==> src/rtl/light_load_pkg.sv <==
package light_load_pkg;

  localparam int CFG_W       = 8;
  localparam int FREQ_EN_BIT = 3;
  localparam int SHED_EN_BIT = 4;
  localparam int FILT_EN_BIT = 5;

  typedef enum logic {
    MODE_NORMAL = 1'b0,
    MODE_LIGHT  = 1'b1
  } ll_mode_e;

  typedef struct packed {
    logic filt;
    logic shed;
    logic freq;
  } ll_en_t;

  // Extract the feature enables from the shared configuration word.
  function automatic ll_en_t decode_enables(input logic [CFG_W-1:0] cfg);
    ll_en_t e;
    e.freq = cfg[FREQ_EN_BIT];
    e.shed = cfg[SHED_EN_BIT];
    e.filt = cfg[FILT_EN_BIT];
    return e;
  endfunction

  // Next mode of a threshold/hysteresis latch when a sample is applied.
  function automatic ll_mode_e hyst_step(input ll_mode_e cur, input logic below,
                                         input logic above);
    ll_mode_e nxt;
    nxt = cur;
    if (cur == MODE_NORMAL && below) nxt = MODE_LIGHT;
    else if (cur == MODE_LIGHT && above) nxt = MODE_NORMAL;
    return nxt;
  endfunction

endpackage

==> src/rtl/llm_power_cmp.sv <==
module llm_power_cmp #(
  parameter int PWR_W = 12
) (
  input  logic [PWR_W-1:0] power_code,
  input  logic [PWR_W-1:0] pwr_thresh,
  input  logic [PWR_W-1:0] pwr_hyst,
  output logic             below_o,
  output logic             above_o
);
  localparam int SUM_W = PWR_W + 1;

  logic [SUM_W-1:0] exit_level;

  always_comb begin
    exit_level = {1'b0, pwr_thresh} + {1'b0, pwr_hyst};
    below_o    = (power_code < pwr_thresh);
    above_o    = ({1'b0, power_code} > exit_level);
  end
endmodule

==> src/rtl/llm_hyst_mode.sv <==
module llm_hyst_mode
  import light_load_pkg::*;
(
  input  logic clk,
  input  logic rst_n,
  input  logic enable,
  input  logic update,
  input  logic below,
  input  logic above,
  output logic mode_o
);
  ll_mode_e mode_q;

  always_ff @(posedge clk) begin
    if (!rst_n)      mode_q <= MODE_NORMAL;
    else if (!enable) mode_q <= MODE_NORMAL;
    else if (update) mode_q <= hyst_step(mode_q, below, above);
  end

  assign mode_o = (mode_q == MODE_LIGHT);
endmodule

==> src/rtl/llm_filter_dwell.sv <==
module llm_filter_dwell
  import light_load_pkg::*;
#(
  parameter int LL_CYCLES       = 4,
  parameter int TICKS_PER_CYCLE = 2,
  localparam int TICK_TGT       = LL_CYCLES * TICKS_PER_CYCLE,
  localparam int CNT_W          = $clog2(TICK_TGT + 1)
) (
  input  logic             clk,
  input  logic             rst_n,
  input  logic             enable,
  input  logic             update,
  input  logic             below,
  input  logic             above,
  input  logic             line_tick,
  output logic             mode_o,
  output logic [CNT_W-1:0] dwell_cnt_o,
  output logic             dwell_hit_o
);
  ll_mode_e         mode_q;
  logic [CNT_W-1:0] cnt_q;
  logic             low_q;
  logic             restart;
  logic             count_en;
  logic             exit_now;

  always_comb begin
    restart     = update && !below;
    count_en    = (mode_q == MODE_NORMAL) && !restart && line_tick && low_q;
    dwell_hit_o = count_en && (cnt_q == CNT_W'(TICK_TGT - 1));
    exit_now    = (mode_q == MODE_LIGHT) && update && above;
  end

  always_ff @(posedge clk) begin
    if (!rst_n || !enable) begin
      low_q <= 1'b0;
    end else if (update) begin
      low_q <= below;
    end
  end

  always_ff @(posedge clk) begin
    if (!rst_n || !enable) begin
      cnt_q <= '0;
    end else if (mode_q == MODE_LIGHT || restart || dwell_hit_o) begin
      cnt_q <= '0;
    end else if (count_en) begin
      cnt_q <= cnt_q + 1'b1;
    end
  end

  always_ff @(posedge clk) begin
    if (!rst_n || !enable) mode_q <= MODE_NORMAL;
    else if (exit_now)     mode_q <= MODE_NORMAL;
    else if (dwell_hit_o)  mode_q <= MODE_LIGHT;
  end

  assign mode_o      = (mode_q == MODE_LIGHT);
  assign dwell_cnt_o = cnt_q;
endmodule

==> src/rtl/light_load_ctrl.sv <==
module light_load_ctrl
  import light_load_pkg::*;
#(
  parameter int PWR_W           = 12,
  parameter int LL_CYCLES       = 4,
  parameter int TICKS_PER_CYCLE = 2
) (
  input  logic             clk,
  input  logic             rst_n,
  input  logic             sample_valid,
  input  logic [PWR_W-1:0] power_code,
  input  logic             line_tick,
  input  logic [CFG_W-1:0] cfg_reg,
  input  logic [PWR_W-1:0] pwr_thresh,
  input  logic [PWR_W-1:0] pwr_hyst,
  output logic             freq_light,
  output logic             filt_light,
  output logic             phase_shed
);
  localparam int TICK_TGT = LL_CYCLES * TICKS_PER_CYCLE;
  localparam int CNT_W    = $clog2(TICK_TGT + 1);
  localparam int N_HYST   = 2;

  ll_en_t           en;
  logic             pwr_below;
  logic             pwr_above;
  logic [N_HYST-1:0] hyst_en;
  logic [N_HYST-1:0] hyst_mode;
  logic [CNT_W-1:0] dwell_cnt;
  logic             dwell_hit;

  assign en = decode_enables(cfg_reg);

  llm_power_cmp #(.PWR_W(PWR_W)) u_cmp (
    .power_code (power_code),
    .pwr_thresh (pwr_thresh),
    .pwr_hyst   (pwr_hyst),
    .below_o    (pwr_below),
    .above_o    (pwr_above)
  );

  assign hyst_en = {en.shed, en.freq};

  for (genvar g = 0; g < N_HYST; g++) begin : g_hyst
    llm_hyst_mode u_mode (
      .clk    (clk),
      .rst_n  (rst_n),
      .enable (hyst_en[g]),
      .update (sample_valid),
      .below  (pwr_below),
      .above  (pwr_above),
      .mode_o (hyst_mode[g])
    );
  end

  llm_filter_dwell #(
    .LL_CYCLES       (LL_CYCLES),
    .TICKS_PER_CYCLE (TICKS_PER_CYCLE)
  ) u_filt (
    .clk         (clk),
    .rst_n       (rst_n),
    .enable      (en.filt),
    .update      (sample_valid),
    .below       (pwr_below),
    .above       (pwr_above),
    .line_tick   (line_tick),
    .mode_o      (filt_light),
    .dwell_cnt_o (dwell_cnt),
    .dwell_hit_o (dwell_hit)
  );

  assign freq_light = hyst_mode[0];
  assign phase_shed = hyst_mode[1];
endmodule

==> config.mk <==
export PLATFORM = sky130hd
export DESIGN_NAME = light_load_ctrl
export DESIGN_NICKNAME = d
export VERILOG_FILES = /design/src/rtl/light_load_pkg.sv /design/src/rtl/llm_power_cmp.sv /design/src/rtl/llm_hyst_mode.sv /design/src/rtl/llm_filter_dwell.sv /design/src/rtl/light_load_ctrl.sv
export SDC_FILE = /design/constraint.sdc
export NUM_CORES = 1
export LEC_CHECK = 0
export ABC_AREA = 1
export ABC_CLOCK_PERIOD_IN_PS = 2500
export BUFFER_PORTS_ARGS = -buffer_cell sky130_fd_sc_hd__buf_2
export CAP_MARGIN = 20
export CORE_MARGIN = 3
export CORE_UTILIZATION = 48
export CTS_BUF_LIST = sky130_fd_sc_hd__clkbuf_2 sky130_fd_sc_hd__clkbuf_4 sky130_fd_sc_hd__clkbuf_8
export DETAILED_ROUTE_END_ITERATION = 8
export GPL_TIMING_DRIVEN = 0
export PLACE_DENSITY = 0.79
export RECOVER_POWER = 50
export SETUP_SLACK_MARGIN = 0.4
export SLEW_MARGIN = 20
export SYNTH_ARGS = -nofsm -noshare
export SYNTH_HDL_FRONTEND = slang
export SYNTH_SLANG_ARGS = --single-unit
export TNS_END_PERCENT = 30
==> constraint.sdc <==
create_clock -name clk -period 2.5 [get_ports clk]
set_input_delay 0.5 -clock clk [delete_from_list [all_inputs] [get_ports clk]]
set_output_delay 0.5 -clock clk [all_outputs]
set_load 0.02 [all_outputs]
==> out/results.txt <==
Worst Tran Pin Value = 0.2474 ns
Layout Cells excl Fill = 343
area leader, netlist = ha_1
Hold-fix buffers, CTS = 0
post-detail-place hpwl = 2872 microns
total vias in the final route = 1668
Hold Vio Cnt, Final = 0
GPL Wtd Cong = 0.8430
synthesized cell area = 1590 sq um
ant diodes = 0
number of cells after detailed placement = 334
Final WS setup = 0.009956 ns
RSZ-0062 raised after global routing = yes
clk slew on worst S/H paths = 0.05 ns
Clock Path Buffers = 2
clk_lat worst skew = 0.24 ns
sequential area share after synthesis = 10.07%
register-to-register setup slack = 1.37 ns
Initial Util = 51.25%
final period utilization = 99.60%
Power Total = 0.6310 mW
largest net degree at the start of global routing = 9
type of destination of the critical path = flop
area of the multi-input gates = 1335 sq um
number of CTS-inserted buffers = 3
run status = complete, no violations
maximum clock frequency = 401.6 MHz
Yosys top cell area share = 28.32%
final setup TNS = 0 ns
Detailed Route Iter0 Violations = 45
HP Class = flop to flop
htree depth = 1
Synth Area per Inst = 6.491 sq um
synthesis-to-finish area growth = 27.30%
Total GRT Usage = 18.27%
final wirelength = 3459 microns
# IOs = 51
#FFs+latches synth = 8
DRC viols = 0
arrival time at the worst endpoint = 2.63 ns
Mapped Cells = 245
CTS tree = built
initial antenna violation count = 0
Relative slew margins = 83.47%
drt via density = 4.863
most common cell after layout, fill and taps aside = nand2_1
wire length per cell = 10.08 microns
total grt overflow = 0
Peak VDD IR = 139.1 uV
Horiz. Die Dim = 63.56 microns
full die area = 4040 sq um
Syn. warnings = 0
ratio of cells with drive above 1 in the final layout = 29.10%
critical path class = primary input to flop
Sequential cell area = 160.2 sq um
Req. time, crit path = 2.64 ns
Leakage = 1.115 nW
Max Slew Vio Count = 0
Final #Nets = 386
Port Buffers = 45
core footprint = 3103 sq um
vias in the first global route = 1559
CTS sink cnt = 8
first drt pass iteration count = 4
CP Launch Type = primary input
most frequent cells in the layout = nand2_1, buf_2, inv_1
Cell Rows = 20
Syn Nets = 330
Critical Path Fanout Max = 3
worst slack, placed = -0.4326 ns
power density over the cells = 311.7 nW/um^2
final setup vio count = 0
Tmin final = 2.490 ns
Synth area leaders = ha_1, nand2_1, dfxtp_1, inv_1, a21oi_1
number of fillers in the final layout = 326
post-route ant nets = 0
Die Height = 63.56 microns
Worst Skew = 0.001312 ns
Netlist cell types = 28
first-pass GRT wire length = 6279 microns
Max Cap Viol = 0
Util after Layout = 65.24%
root buffer cell = clkbuf_4
-- cells in the mapped netlist --
| cell | number |
|---|---|
| a21oi_2 | 3 |
| nand3b_1 | 1 |
| o21bai_1 | 1 |
| a21o_1 | 2 |
| nand4_1 | 4 |
| o21ai_1 | 2 |
| inv_1 | 41 |
| a31oi_1 | 2 |
| inv_2 | 2 |
| xnor2_1 | 3 |
| nor2_2 | 4 |
| nor3_1 | 3 |
| nand2_2 | 3 |
| o21ai_0 | 1 |
| nor2_4 | 1 |
| dfxtp_1 | 8 |
| a21oi_1 | 15 |
| nor2_1 | 16 |
| nand2_4 | 3 |
| ha_1 | 36 |
| nand3_2 | 1 |
| nand3_1 | 15 |
| o21a_1 | 1 |
| nand2_1 | 66 |
| and3_1 | 1 |
| xor2_1 | 8 |
| fa_1 | 1 |
| buf_4 | 1 |
-- final timing paths --
check | start | to | cells after the start
setup / recovery | pwr_hyst[0] | g_hyst[1].u_mode.mode_o$_SDFFE_PN0P_ | 20
hold / removal | u_filt.low_q$_SDFFE_PP0P_ | u_filt.low_q$_SDFFE_PP0P_ | 2
setup reg to reg | u_filt.mode_o$_SDFFE_PP0P_ | u_filt.dwell_cnt_o[1]$_SDFFE_PP0P_ | 8
hold reg to reg | u_filt.low_q$_SDFFE_PP0P_ | u_filt.low_q$_SDFFE_PP0P_ | 2
-- cell families after synthesis --
logic type | Yosys count | share of synthesized area [%]
XOR/XNOR | 11 | 6.059
adder cells (fa/ha/maj) | 37 | 29.58
AO/OA/AOI/OAI | 27 | 9.992
buffers and inverters | 44 | 10.62
flip-flops | 8 | 10.07
AND/OR/NAND/NOR | 118 | 33.67
-- final cells by class --
type,count,share of cell area [%]
multi-input cells,193,65.95
clock buffers,3,1.112
well taps,44,2.719
plain buffers,1,0.3708
flip-flops and latches,8,7.911
repair buffers,51,13.97
inverters,43,7.973
-- routing by layer --
layer	up-vias	wire length, microns	track usage [%]
met1	740	1580	23.04
li1	905	-	-
met2	21	1774	34.03
met5	-	0	0
met3	2	73	0.7130
met4	0	31	3.774
-- sequential cells by signal, indices dropped and copies added, names as in the netlist --
signal	count
u_filt.low_q	1
g_hyst.u_mode.mode_o	2
u_filt.dwell_cnt_o	4
u_filt.mode_o	1
-- where the power goes --
group / switching [mW] / total [mW] / internal (mW)
combinational: 0.222 / 0.406 / 0.184
clock: 0.0382 / 0.0927 / 0.0546
sequential: 0.00173 / 0.132 / 0.130
total: 0.262 / 0.631 / 0.369
-- metrics by stage --
stage | hold slack, ns | instance area [sq um]
final | 0.4744 | 2024
after global routing | 0.5230 | 2024
after CTS | 0.4795 | 2007
after detailed placement | 0.4665 | 1878
after global placement | 0.4597 | 1878
after floorplan | 0.4440 | 1598
-- critical path, cell delays in order --
cell and delay [ns]:
buf_6 0.08, ha_4 0.12, inv_2 0.04, fa_2 0.34, inv_2 0.06, nand3_2 0.06, nand2_2 0.10, nand2_2 0.06
nand3_2 0.08, a31oi_2 0.10, xor2_1 0.16, ha_1 0.31, nand3_2 0.08, nor2_1 0.05, nand2_1 0.05, nand3_1 0.07
a21oi_2 0.17, nand4_1 0.09, nand2_1 0.07, inv_1 0.04
-- what timing repair did --
item | in CTS | in global routing
buffers inserted | 5 | 1
endpoints found under the setup margin | 3 | 3
resized for setup | 14 | 7
pin swaps | 6 | 7
(Power assumes the default switching activity.)
